[src/rtl/vlp_pkg.sv]
package vlp_pkg;
    typedef enum logic [1:0] {
        ST_IDLE = 2'd0,
        ST_PIX  = 2'd1,
        ST_NUL  = 2'd2
    } sched_st_e;

    localparam logic KIND_PIX  = 1'b0;
    localparam logic KIND_NULL = 1'b1;

    localparam int OVH_NULL   = 12;
    localparam int OVH_NONULL = 6;
endpackage

[src/rtl/vlp_plan.sv]
module vlp_plan #(
    parameter int PX_W   = 12,
    parameter int CH_W   = 8,
    parameter int NB_W   = 10,
    parameter int BPP_W  = 3,
    parameter int BY_W   = PX_W + BPP_W,
    parameter int COST_W = BY_W + 2
) (
    input  logic [1:0]        mode,
    input  logic [PX_W-1:0]   pkt_px,
    input  logic [CH_W-1:0]   chunks,
    input  logic [NB_W-1:0]   null_sz,
    input  logic [BPP_W-1:0]  px_bytes,
    input  logic [PX_W-1:0]   act_px,
    output logic              null_on,
    output logic [CH_W-1:0]   last_idx,
    output logic [BY_W-1:0]   pix_bytes,
    output logic [COST_W-1:0] cost,
    output logic              layout_bad
);
    import vlp_pkg::*;

    localparam int PR_W = PX_W + CH_W;

    logic            multi;
    logic [PX_W-1:0] line_px;
    logic [PR_W-1:0] span;

    always_comb begin
        multi     = !mode[1] && (chunks != '0);
        null_on   = multi && (null_sz != '0);
        last_idx  = multi ? chunks - CH_W'(1) : '0;
        line_px   = multi ? pkt_px : act_px;
        pix_bytes = BY_W'(line_px) * BY_W'(px_bytes);
        if (null_on)
            cost = COST_W'(pix_bytes) + COST_W'(OVH_NULL) + COST_W'(null_sz);
        else
            cost = COST_W'(pix_bytes) + COST_W'(OVH_NONULL);
        span       = PR_W'(pkt_px) * PR_W'(chunks);
        layout_bad = multi && (span != PR_W'(act_px));
    end
endmodule

[src/rtl/vlp_ceil_div.sv]
module vlp_ceil_div #(
    parameter int COST_W = 17,
    parameter int LN_W   = 3
) (
    input  logic [COST_W-1:0] cost,
    input  logic [LN_W-1:0]   lanes,
    output logic [COST_W-1:0] quot
);
    logic [COST_W:0] den;
    logic [COST_W:0] num;

    always_comb begin
        den  = (lanes == '0) ? (COST_W+1)'(1) : (COST_W+1)'(lanes);
        num  = {1'b0, cost} + den - (COST_W+1)'(1);
        quot = COST_W'(num / den);
    end
endmodule

[src/rtl/vlp_sched.sv]
module vlp_sched #(
    parameter int CH_W   = 8,
    parameter int NB_W   = 10,
    parameter int BY_W   = 15,
    parameter int COST_W = 17,
    parameter int LN_W   = 3,
    parameter int OV_W   = 8
) (
    input  logic              clk,
    input  logic              rst_n,
    input  logic              line_go,
    input  logic              null_on,
    input  logic [CH_W-1:0]   last_idx,
    input  logic [BY_W-1:0]   pix_bytes,
    input  logic [NB_W-1:0]   null_sz,
    input  logic [COST_W-1:0] cost,
    input  logic [LN_W-1:0]   lanes,
    input  logic              layout_bad,
    input  logic              dsc_ready,
    output logic              dsc_valid,
    output logic              dsc_kind,
    output logic [BY_W-1:0]   dsc_bytes,
    output logic              pix_take,
    output logic [COST_W-1:0] cost_q,
    output logic [LN_W-1:0]   lanes_q,
    output logic              layout_err,
    output logic [OV_W-1:0]   drop_cnt
);
    import vlp_pkg::*;

    typedef struct packed {
        sched_st_e         st;
        logic [CH_W-1:0]   idx;
        logic              null_on;
        logic [CH_W-1:0]   last_idx;
        logic [BY_W-1:0]   pix_bytes;
        logic [NB_W-1:0]   null_sz;
        logic [COST_W-1:0] cost;
        logic [LN_W-1:0]   lanes;
        logic              err;
        logic [OV_W-1:0]   drops;
    } sched_t;

    sched_t s_d, s_q;
    logic   take;
    logic   at_last;
    logic   fin_take;
    logic   start_ok;

    always_comb begin
        s_d      = s_q;
        take     = (s_q.st != ST_IDLE) && dsc_ready;
        at_last  = (s_q.idx == s_q.last_idx);
        fin_take = take && at_last && ((s_q.st == ST_NUL) || !s_q.null_on);
        start_ok = line_go && ((s_q.st == ST_IDLE) || fin_take);

        if (take) begin
            unique case (s_q.st)
                ST_PIX: begin
                    if (s_q.null_on) begin
                        s_d.st = ST_NUL;
                    end else if (at_last) begin
                        s_d.st = ST_IDLE;
                    end else begin
                        s_d.idx = s_q.idx + CH_W'(1);
                    end
                end
                ST_NUL: begin
                    if (at_last) begin
                        s_d.st = ST_IDLE;
                    end else begin
                        s_d.st  = ST_PIX;
                        s_d.idx = s_q.idx + CH_W'(1);
                    end
                end
                default: s_d.st = ST_IDLE;
            endcase
        end

        if (start_ok) begin
            s_d.st        = ST_PIX;
            s_d.idx       = '0;
            s_d.null_on   = null_on;
            s_d.last_idx  = last_idx;
            s_d.pix_bytes = pix_bytes;
            s_d.null_sz   = null_sz;
            s_d.cost      = cost;
            s_d.lanes     = lanes;
            s_d.err       = layout_bad;
        end else if (line_go && (s_q.drops != '1)) begin
            s_d.drops = s_q.drops + OV_W'(1);
        end
    end

    always_ff @(posedge clk or negedge rst_n) begin
        if (!rst_n) begin
            s_q <= '{st: ST_IDLE, default: '0};
        end else begin
            s_q <= s_d;
        end
    end

    assign dsc_valid  = (s_q.st != ST_IDLE);
    assign dsc_kind   = (s_q.st == ST_NUL) ? KIND_NULL : KIND_PIX;
    assign dsc_bytes  = (s_q.st == ST_NUL) ? BY_W'(s_q.null_sz) : s_q.pix_bytes;
    assign pix_take   = take && (s_q.st == ST_PIX);
    assign cost_q     = s_q.cost;
    assign lanes_q    = s_q.lanes;
    assign layout_err = s_q.err;
    assign drop_cnt   = s_q.drops;

    // a stalled descriptor is held unchanged
    assert_hold_R6: assert property (@(posedge clk) disable iff (!rst_n)
        dsc_valid && !dsc_ready |=> dsc_valid && $stable(dsc_kind) && $stable(dsc_bytes));

    // null descriptors never carry zero bytes
    assert_null_size_R5: assert property (@(posedge clk) disable iff (!rst_n)
        dsc_valid && (dsc_kind == KIND_NULL) |-> (dsc_bytes != '0));

    // an accepted pixel packet with null padding is followed by a null packet
    assert_null_follows_R5: assert property (@(posedge clk) disable iff (!rst_n)
        pix_take && s_q.null_on |=> dsc_valid && (dsc_kind == KIND_NULL));

    // a line start during a line that is not finishing bumps the drop count
    assert_drop_count_R9: assert property (@(posedge clk) disable iff (!rst_n)
        line_go && dsc_valid && !fin_take |=>
            (drop_cnt == $past(drop_cnt) + OV_W'(1)) || ($past(drop_cnt) == '1));
endmodule

[src/rtl/vid_line_pktzr.sv]
module vid_line_pktzr #(
    parameter int PX_W  = 12,
    parameter int CH_W  = 8,
    parameter int NB_W  = 10,
    parameter int BPP_W = 3,
    parameter int LN_W  = 3,
    parameter int OV_W  = 8
) (
    input  logic                    clk,
    input  logic                    rst_n,
    input  logic                    line_go,
    input  logic [1:0]              mode,
    input  logic [PX_W-1:0]         pkt_px,
    input  logic [CH_W-1:0]         chunks,
    input  logic [NB_W-1:0]         null_sz,
    input  logic [BPP_W-1:0]        px_bytes,
    input  logic [LN_W-1:0]         lanes,
    input  logic [PX_W-1:0]         act_px,
    output logic                    dsc_valid,
    input  logic                    dsc_ready,
    output logic                    dsc_kind,
    output logic [PX_W+BPP_W-1:0]   dsc_bytes,
    output logic                    cyc_valid,
    output logic [PX_W+BPP_W+1:0]   cyc_count,
    output logic                    layout_err,
    output logic [OV_W-1:0]         drop_cnt
);
    import vlp_pkg::*;

    localparam int BY_W   = PX_W + BPP_W;
    localparam int COST_W = BY_W + 2;

    logic              p_null_on;
    logic [CH_W-1:0]   p_last_idx;
    logic [BY_W-1:0]   p_pix_bytes;
    logic [COST_W-1:0] p_cost;
    logic              p_bad;
    logic              pix_take;
    logic [COST_W-1:0] cost_q;
    logic [LN_W-1:0]   lanes_q;
    logic [COST_W-1:0] quot;

    vlp_plan #(
        .PX_W(PX_W), .CH_W(CH_W), .NB_W(NB_W), .BPP_W(BPP_W),
        .BY_W(BY_W), .COST_W(COST_W)
    ) u_plan (
        .mode(mode), .pkt_px(pkt_px), .chunks(chunks), .null_sz(null_sz),
        .px_bytes(px_bytes), .act_px(act_px),
        .null_on(p_null_on), .last_idx(p_last_idx), .pix_bytes(p_pix_bytes),
        .cost(p_cost), .layout_bad(p_bad)
    );

    vlp_sched #(
        .CH_W(CH_W), .NB_W(NB_W), .BY_W(BY_W), .COST_W(COST_W),
        .LN_W(LN_W), .OV_W(OV_W)
    ) u_sched (
        .clk(clk), .rst_n(rst_n), .line_go(line_go),
        .null_on(p_null_on), .last_idx(p_last_idx), .pix_bytes(p_pix_bytes),
        .null_sz(null_sz), .cost(p_cost), .lanes(lanes), .layout_bad(p_bad),
        .dsc_ready(dsc_ready), .dsc_valid(dsc_valid), .dsc_kind(dsc_kind),
        .dsc_bytes(dsc_bytes), .pix_take(pix_take), .cost_q(cost_q),
        .lanes_q(lanes_q), .layout_err(layout_err), .drop_cnt(drop_cnt)
    );

    vlp_ceil_div #(.COST_W(COST_W), .LN_W(LN_W)) u_div (
        .cost(cost_q), .lanes(lanes_q), .quot(quot)
    );

    typedef struct packed {
        logic              cv;
        logic [COST_W-1:0] cyc;
    } tm_t;

    tm_t tm_d, tm_q;

    always_comb begin
        tm_d.cv  = pix_take;
        tm_d.cyc = pix_take ? quot : tm_q.cyc;
    end

    always_ff @(posedge clk or negedge rst_n) begin
        if (!rst_n) begin
            tm_q <= '0;
        end else begin
            tm_q <= tm_d;
        end
    end

    assign cyc_valid = tm_q.cv;
    assign cyc_count = tm_q.cyc;

    logic [COST_W+LN_W:0] lane_eff;
    always_comb lane_eff = (lanes_q == '0) ? (COST_W+LN_W+1)'(1) : (COST_W+LN_W+1)'(lanes_q);

    // divider result is the tight ceiling of the latched cost over the lanes
    assert_ceil_R7: assert property (@(posedge clk) disable iff (!rst_n)
        dsc_valid |-> ((COST_W+LN_W+1)'(quot) * lane_eff >= (COST_W+LN_W+1)'(cost_q)) &&
                      ((COST_W+LN_W+1)'(quot) * lane_eff <  (COST_W+LN_W+1)'(cost_q) + lane_eff));

    // a cycle count pulse only follows an accepted pixel descriptor
    assert_cyc_pulse_R7: assert property (@(posedge clk) disable iff (!rst_n)
        cyc_valid |-> $past(dsc_valid && dsc_ready && (dsc_kind == KIND_PIX)));

    // the layout flag moves only after a line start
    assert_layout_R8: assert property (@(posedge clk) disable iff (!rst_n)
        !$stable(layout_err) |-> $past(line_go));
endmodule

[config.mk]
export PLATFORM = sky130hd
export DESIGN_NAME = vid_line_pktzr
export DESIGN_NICKNAME = d
export VERILOG_FILES = /design/src/rtl/vlp_pkg.sv /design/src/rtl/vlp_plan.sv /design/src/rtl/vlp_ceil_div.sv /design/src/rtl/vlp_sched.sv /design/src/rtl/vid_line_pktzr.sv
export SDC_FILE = /design/constraint.sdc
export NUM_CORES = 1
export LEC_CHECK = 0
export ABC_CLOCK_PERIOD_IN_PS = 74500
export BUFFER_PORTS_ARGS = -buffer_cell sky130_fd_sc_hd__buf_4
export CAP_MARGIN = 20
export CORE_UTILIZATION = 42
export DETAILED_ROUTE_END_ITERATION = 12
export GPL_TIMING_DRIVEN = 0
export PLACE_DENSITY = 0.63
export SYNTH_ARGS = -nofsm -noshare
export SYNTH_HDL_FRONTEND = slang
export SYNTH_SLANG_ARGS = --single-unit
[constraint.sdc]
create_clock -name clk -period 74.5 [get_ports clk]
set_clock_uncertainty 0.2 [all_clocks]
set_input_delay 7.45 -clock clk [delete_from_list [all_inputs] [get_ports clk]]
set_output_delay 7.45 -clock clk [all_outputs]
set_load 0.02 [all_outputs]
# Yosys cells after proc, flatten, opt, wreduce, memory -nomap -nowiden
# Cells that the tools add are included.
# totals
ff_bits	91
in_bits	54
output_inout_bits	44
word_cells	69
# op_classes
add_sub_neg	8
n_mul	2
div_mod_pow	1
eq_ne	7
n_mux	15
n_bitwise	1
reduce_logical	23
# op_table
operator	n
65-bit two-way mux	1
8-bit two-way mux	3
12-bit by 8-bit multiplier with 20-bit output	1
20-bit by 12-bit != test with 1-bit output	1
17-bit by 18-bit adder with 18-bit output	1
18-bit by 18-bit divider with 18-bit output	1
18-bit by 1-bit subtractor with 18-bit output, second input constant	1
17-bit by 10-bit adder with 17-bit output	1
17-bit two-way mux	1
15-bit by 3-bit adder with 16-bit output, second input constant	1
15-bit by 4-bit adder with 16-bit output, second input constant	1
8-bit by 1-bit adder with 8-bit output, second input constant	2
8-bit one-hot mux with 2 select lines	1
12-bit by 3-bit multiplier with 15-bit output	1
15-bit two-way mux	1
12-bit two-way mux	1
10-bit two-way mux	1
10-bit nonzero test	1
1-bit logical AND	9
8-bit == test	1
8-bit != test, second input constant	1
8-bit nonzero test	1
8-bit by 1-bit subtractor with 8-bit output, second input constant	1
2-bit two-way mux	2
16 further kinds	21

# Depth between registers and ports, before layout
# depth
ltp_word	8
depth_mapped	176
ltp_nobuf	165

# By module
# A second synthesis with hierarchy kept.
# hier_totals
hier_cells	2052
hier_area_um2	17357.9
# by_module_without_submodules
module	n_inst	cells_per_inst	area_per_inst_um2
vlp_ceil_div	1	1022	7348.3
vlp_plan	1	715	5520.3
vlp_sched	1	278	3778.6
vid_line_pktzr	1	37	710.7

# Least setup slack after synthesis
# No wires, ideal clock.
# synth_path
path_type	register -> register
startpoint	register u_sched.s_q (netlist bit u_sched.lanes_q[2])
endpoint	register tm_q (netlist bit cyc_count[0])
t_arrival_ns	32.305
required_ns	74.164
setup_slack_ns	41.858
path_stages_with_launch	165
synth_period_minus_slack_ns	32.642
cell_sequence	dfrtp_1 -> nor2_1 -> nor2_1 -> ha_1 -> inv_1 -> ha_1 -> inv_1 -> fa_1 -> nor2b_1 -> o211ai_1 -> a21o_1 -> a21oi_1 -> nor2_1 -> xnor2_1 -> ha_1 -> a21oi_1 -> ha_1 -> o21ai_1 -> [129 not listed] -> ha_1 -> o21a_1 -> o21ai_0 -> nand2b_1 -> nor2_1 -> nand3_1 -> nor3b_1 -> nand4_2 -> nor2_1 -> a21oi_1 -> ha_1 -> a21boi_0 -> o21ai_0 -> inv_1 -> o22ai_1 -> nand4_1 -> a221oi_1 -> a31oi_1
# synth_via
elab_chain_cells	5
# synth_lines
item	line	text
start: declaration	vlp_sched.sv:44	sched_t s_d, s_q;
start signal: assignment	vlp_sched.sv:97	s_q <= '{st: ST_IDLE, default: '0};
start signal: assignment	vlp_sched.sv:99	s_q <= s_d;
3-bit zero test	-	
3-bit two-way mux *	vlp_ceil_div.sv:13	den = (lanes == '0) ? (COST_W+1)'(1) : (COST_W+1)'(lanes);
17-bit by 18-bit adder with 18-bit output	vlp_ceil_div.sv:14	num = {1'b0, cost} + den - (COST_W+1)'(1);
18-bit by 1-bit subtractor with 18-bit output	vlp_ceil_div.sv:14	
18-bit by 18-bit divider with 18-bit output *	vlp_ceil_div.sv:15	quot = COST_W'(num / den);
end signal: assignment	vid_line_pktzr.sv:85	tm_q <= tm_d;
end: declaration	vid_line_pktzr.sv:74	tm_t tm_d, tm_q;
# Every way passes the cells marked *; elsewhere a longest branch is shown, timed or not.
# A chain may end at the register's enable or synchronous reset.

# Worst setup path after layout
# layout_path
startpoint	register u_sched.s_q (netlist bit u_sched.lanes_q[1])
endpoint	register tm_q (netlist bit cyc_count[0])
# The elaborated chain is that of the path after synthesis.

==> results.ini <==
[die]
start_util_pct=43.1
fp-row-count=70
die_area_sq_um=38600
die_y_um=196
core_region_area_sq_um=36900
die_x_um=196
io_pins=98

[clocking]
ctsHoldBuffers=0
ctsResizeCount=0
clock_path_buffers=2
cts-root-buf=clkbuf_16
h-tree-depth=3
cts-buffers-inserted=9
insertion_delay_ns=0.37
cts_setup_buffers=0
clkTransAtPathRegs_ns=0.08
cts_tree=yes
clock-sinks=91

[critical_path]
critPathArrivalTime_ns=39.60
cpPeakStageDelay_ns=0.62
path_delay_family=compound AO/OA/AOI/OAI gates
cpMostUsedCell=ha_1
crit_path_start_kind=flip-flop
path_buf_inv=16
critPathRequiredTime_ns=74.54
critPathKind=reg -> reg
crit_fanout=19
cp-end-kind=flip-flop
slowest_stage=nor4_2

[drt]
first_pass_iters=5
wirelength_um=44200
drtAntennaViolNets=0
vias=14861
route.detailed.drc=0
wl_per_cell_um=16.7
via_per_inst=5.63
drtIter0Drc=966

[grt]
grt_pass1_vias=14535
grt_max_degree=65
grt_overflow=0
track_usage_pct=23.2
grt_pass1_wl_um=73000
antenna_found_initial=1

[flow_run]
maxCapViolCount=0

[synth]
syn_nets=2295
async_reset_ff_share_pct=100
synth.cell_area_sq_um=15900
ys.flop_type=dfrtp_1
netlist_top_cells_count=nand2_1, inv_1, ha_1
synth.distinct_cells=112
synth_top_area_share_pct=14.3
ys_warn_count=0
synth_area_leaders=dfrtp_1, ha_1, fa_1
synth_edf_count=0
synth_seq_cells=91
syn-instance-count=2022
synth_top_area_cell=dfrtp_1
yosysSeqAreaShare_pct=14.3
yosysMostFrequentCell=nand2_1
syn_avg_cell_area_sq_um=7.85

[final_layout]
syn_to_final_growth_pct=10.8
drive_gt1_share_pct=12.0
nNetsFinal=2403
final_area_sq_um=17600

[sta]
slew_violations=0
setup_tns_ns=0
rsz0062_at_grt=false
whs_ns=0.276
slew_headroom_pct=26.1
worstMarginPinSlew_ns=1.09
fmax_ghz=0.0253
period_share_pct=53.1
period_needed_ns=39.56
hold_violations=0
setup_viol=0

[place]
hpwlAfterDp_um=36100
gp_congestion=0.938
placed_area_sq_um=17300
portBuffers=95

[min_path]
hold_class=reg -> reg

[run_status]
status=complete, no violations

==> routing by layer <==
layer  global-route usage, %  share of wire, %  vias to the layer above
met1                    30.5                46                     7068
met5                       0                 0                        -
met2                    40.2                48                      364
met3                    2.21               4.5                       55
li1                        -                 -                     7374
met4                    7.00               2.1                        0
==> placed cells by master (no fill, tap or decap), types with 7 or more instances in the layout <==
cell type  Yosys  routed
or2_2          9       9
fa_1          73      73
nand4_1       30      30
nor4_1        16      16
nand2_1      279     279
dfrtp_1       91      91
o211ai_1      19      19
or3_1         22      22
xor2_1        39      39
and3_1        18      18
buf_2         14      14
o22ai_1       13      13
nand3_1       32      32
buf_4         10     105
nor3_1        41      41
ha_1         146     146
o21bai_1      16      16
clkbuf_16      0       9
nand2b_1      28      28
and4_1         8       8
o2111ai_1      7       7
mux2i_1       16      16
xnor2_1      102     102
inv_1        150     150
a21o_1        37      37
mux2_2        31      31
a21oi_1       99      99
a31oi_1       15      15
nor2_1       128     127
a211oi_1      21      21
nor2b_1       38      38
o21ai_0       97      97
o21a_1        32      32
o31ai_1       14      14
o21ai_1       11      11
a21boi_0       8       8
and2_1       101     101
clkbuf_1      42      42
==> layout make-up <==
class                           instances  area (sq um)
Antenna cell                            1          2.50
Inverter                              151           567
Multi-Input combinational cell       1709         12700
Fill cell                            3647         19300
Timing Repair Buffer                   97           756
Clock buffer                            9           225
Buffer                                 71           352
Clock inverter                          7           103
Sequential cell                        91          2280
Tap cell                              504           631
==> final timing paths <==
kind	start	to	slack, ns	cells past startpoint
max	u_sched.lanes_q[1]$_DFFE_PN0P_	cyc_count[0]$_DFFE_PN0P_	34.94	165
min reg2reg	u_sched.s_q[34]$_DFFE_PN0P_	u_sched.s_q[34]$_DFFE_PN0P_	0.28	2
min in group asynchronous	rst_n	cyc_count[4]$_DFFE_PN0P_	6.82	1
max reg2reg	u_sched.lanes_q[1]$_DFFE_PN0P_	cyc_count[0]$_DFFE_PN0P_	34.94	165
min	u_sched.s_q[34]$_DFFE_PN0P_	u_sched.s_q[34]$_DFFE_PN0P_	0.28	2
max in group asynchronous	rst_n	u_sched.lanes_q[0]$_DFFE_PN0P_	66.61	2
==> worst reg2reg max path: cells and delay by family, from the launching register on <==
kind	cells	cell delay [ns]
adders and majority gates	21	6.45
xor gates and xnor gates	1	0.20
and+or+nand+nor	51	12.24
muxes	4	1.26
buffers and inverters	16	3.59
DFF	1	0.38
AOI/OAI and AO/OA	72	15.10
==> stage by stage <==
stage | std cells | setup WS (ns) | utilization [%]
4_1_cts | 2639 | 35.24 | 47.7
2_1_floorplan | 2022 | 41.86 | -
6_report | 2640 | 34.94 | 47.7
5_1_grt | 2640 | 31.23 | 47.7
3_5_place_dp | 2623 | 35.40 | 46.8
3_3_place_gp | 2621 | 35.19 | 46.7
==> logic make-up (layout without fill, tap and decap cells) <==
| kind of cell | after synthesis | in the layout | share of synthesized area [%] |
|---|---|---|---|
| buffers and inverters | 222 | 335 | 5.78 |
| flip-flops | 91 | 91 | 14.3 |
| other | 0 | 1 | 0 |
| XOR/XNOR | 141 | 141 | 7.78 |
| multiplexers | 50 | 50 | 3.47 |
| AO/OA/AOI/OAI | 494 | 494 | 21.8 |
| adder cells (fa/ha/maj) | 219 | 219 | 20.7 |
| AND/OR/NAND/NOR | 805 | 805 | 26.1 |
==> sequential cells by signal, summed over array words and instances, names as in the netlist <==
name and cells:
cyc_valid 1, u_sched.drop_cnt 8, u_sched.lanes_q 3, cyc_count 17, u_sched.s_q 44, u_sched.cost_q 17
u_sched.layout_err 1
Power is not shown: default switching activity piles up to over one toggle a cycle in this logic, so the estimate is an artifact.
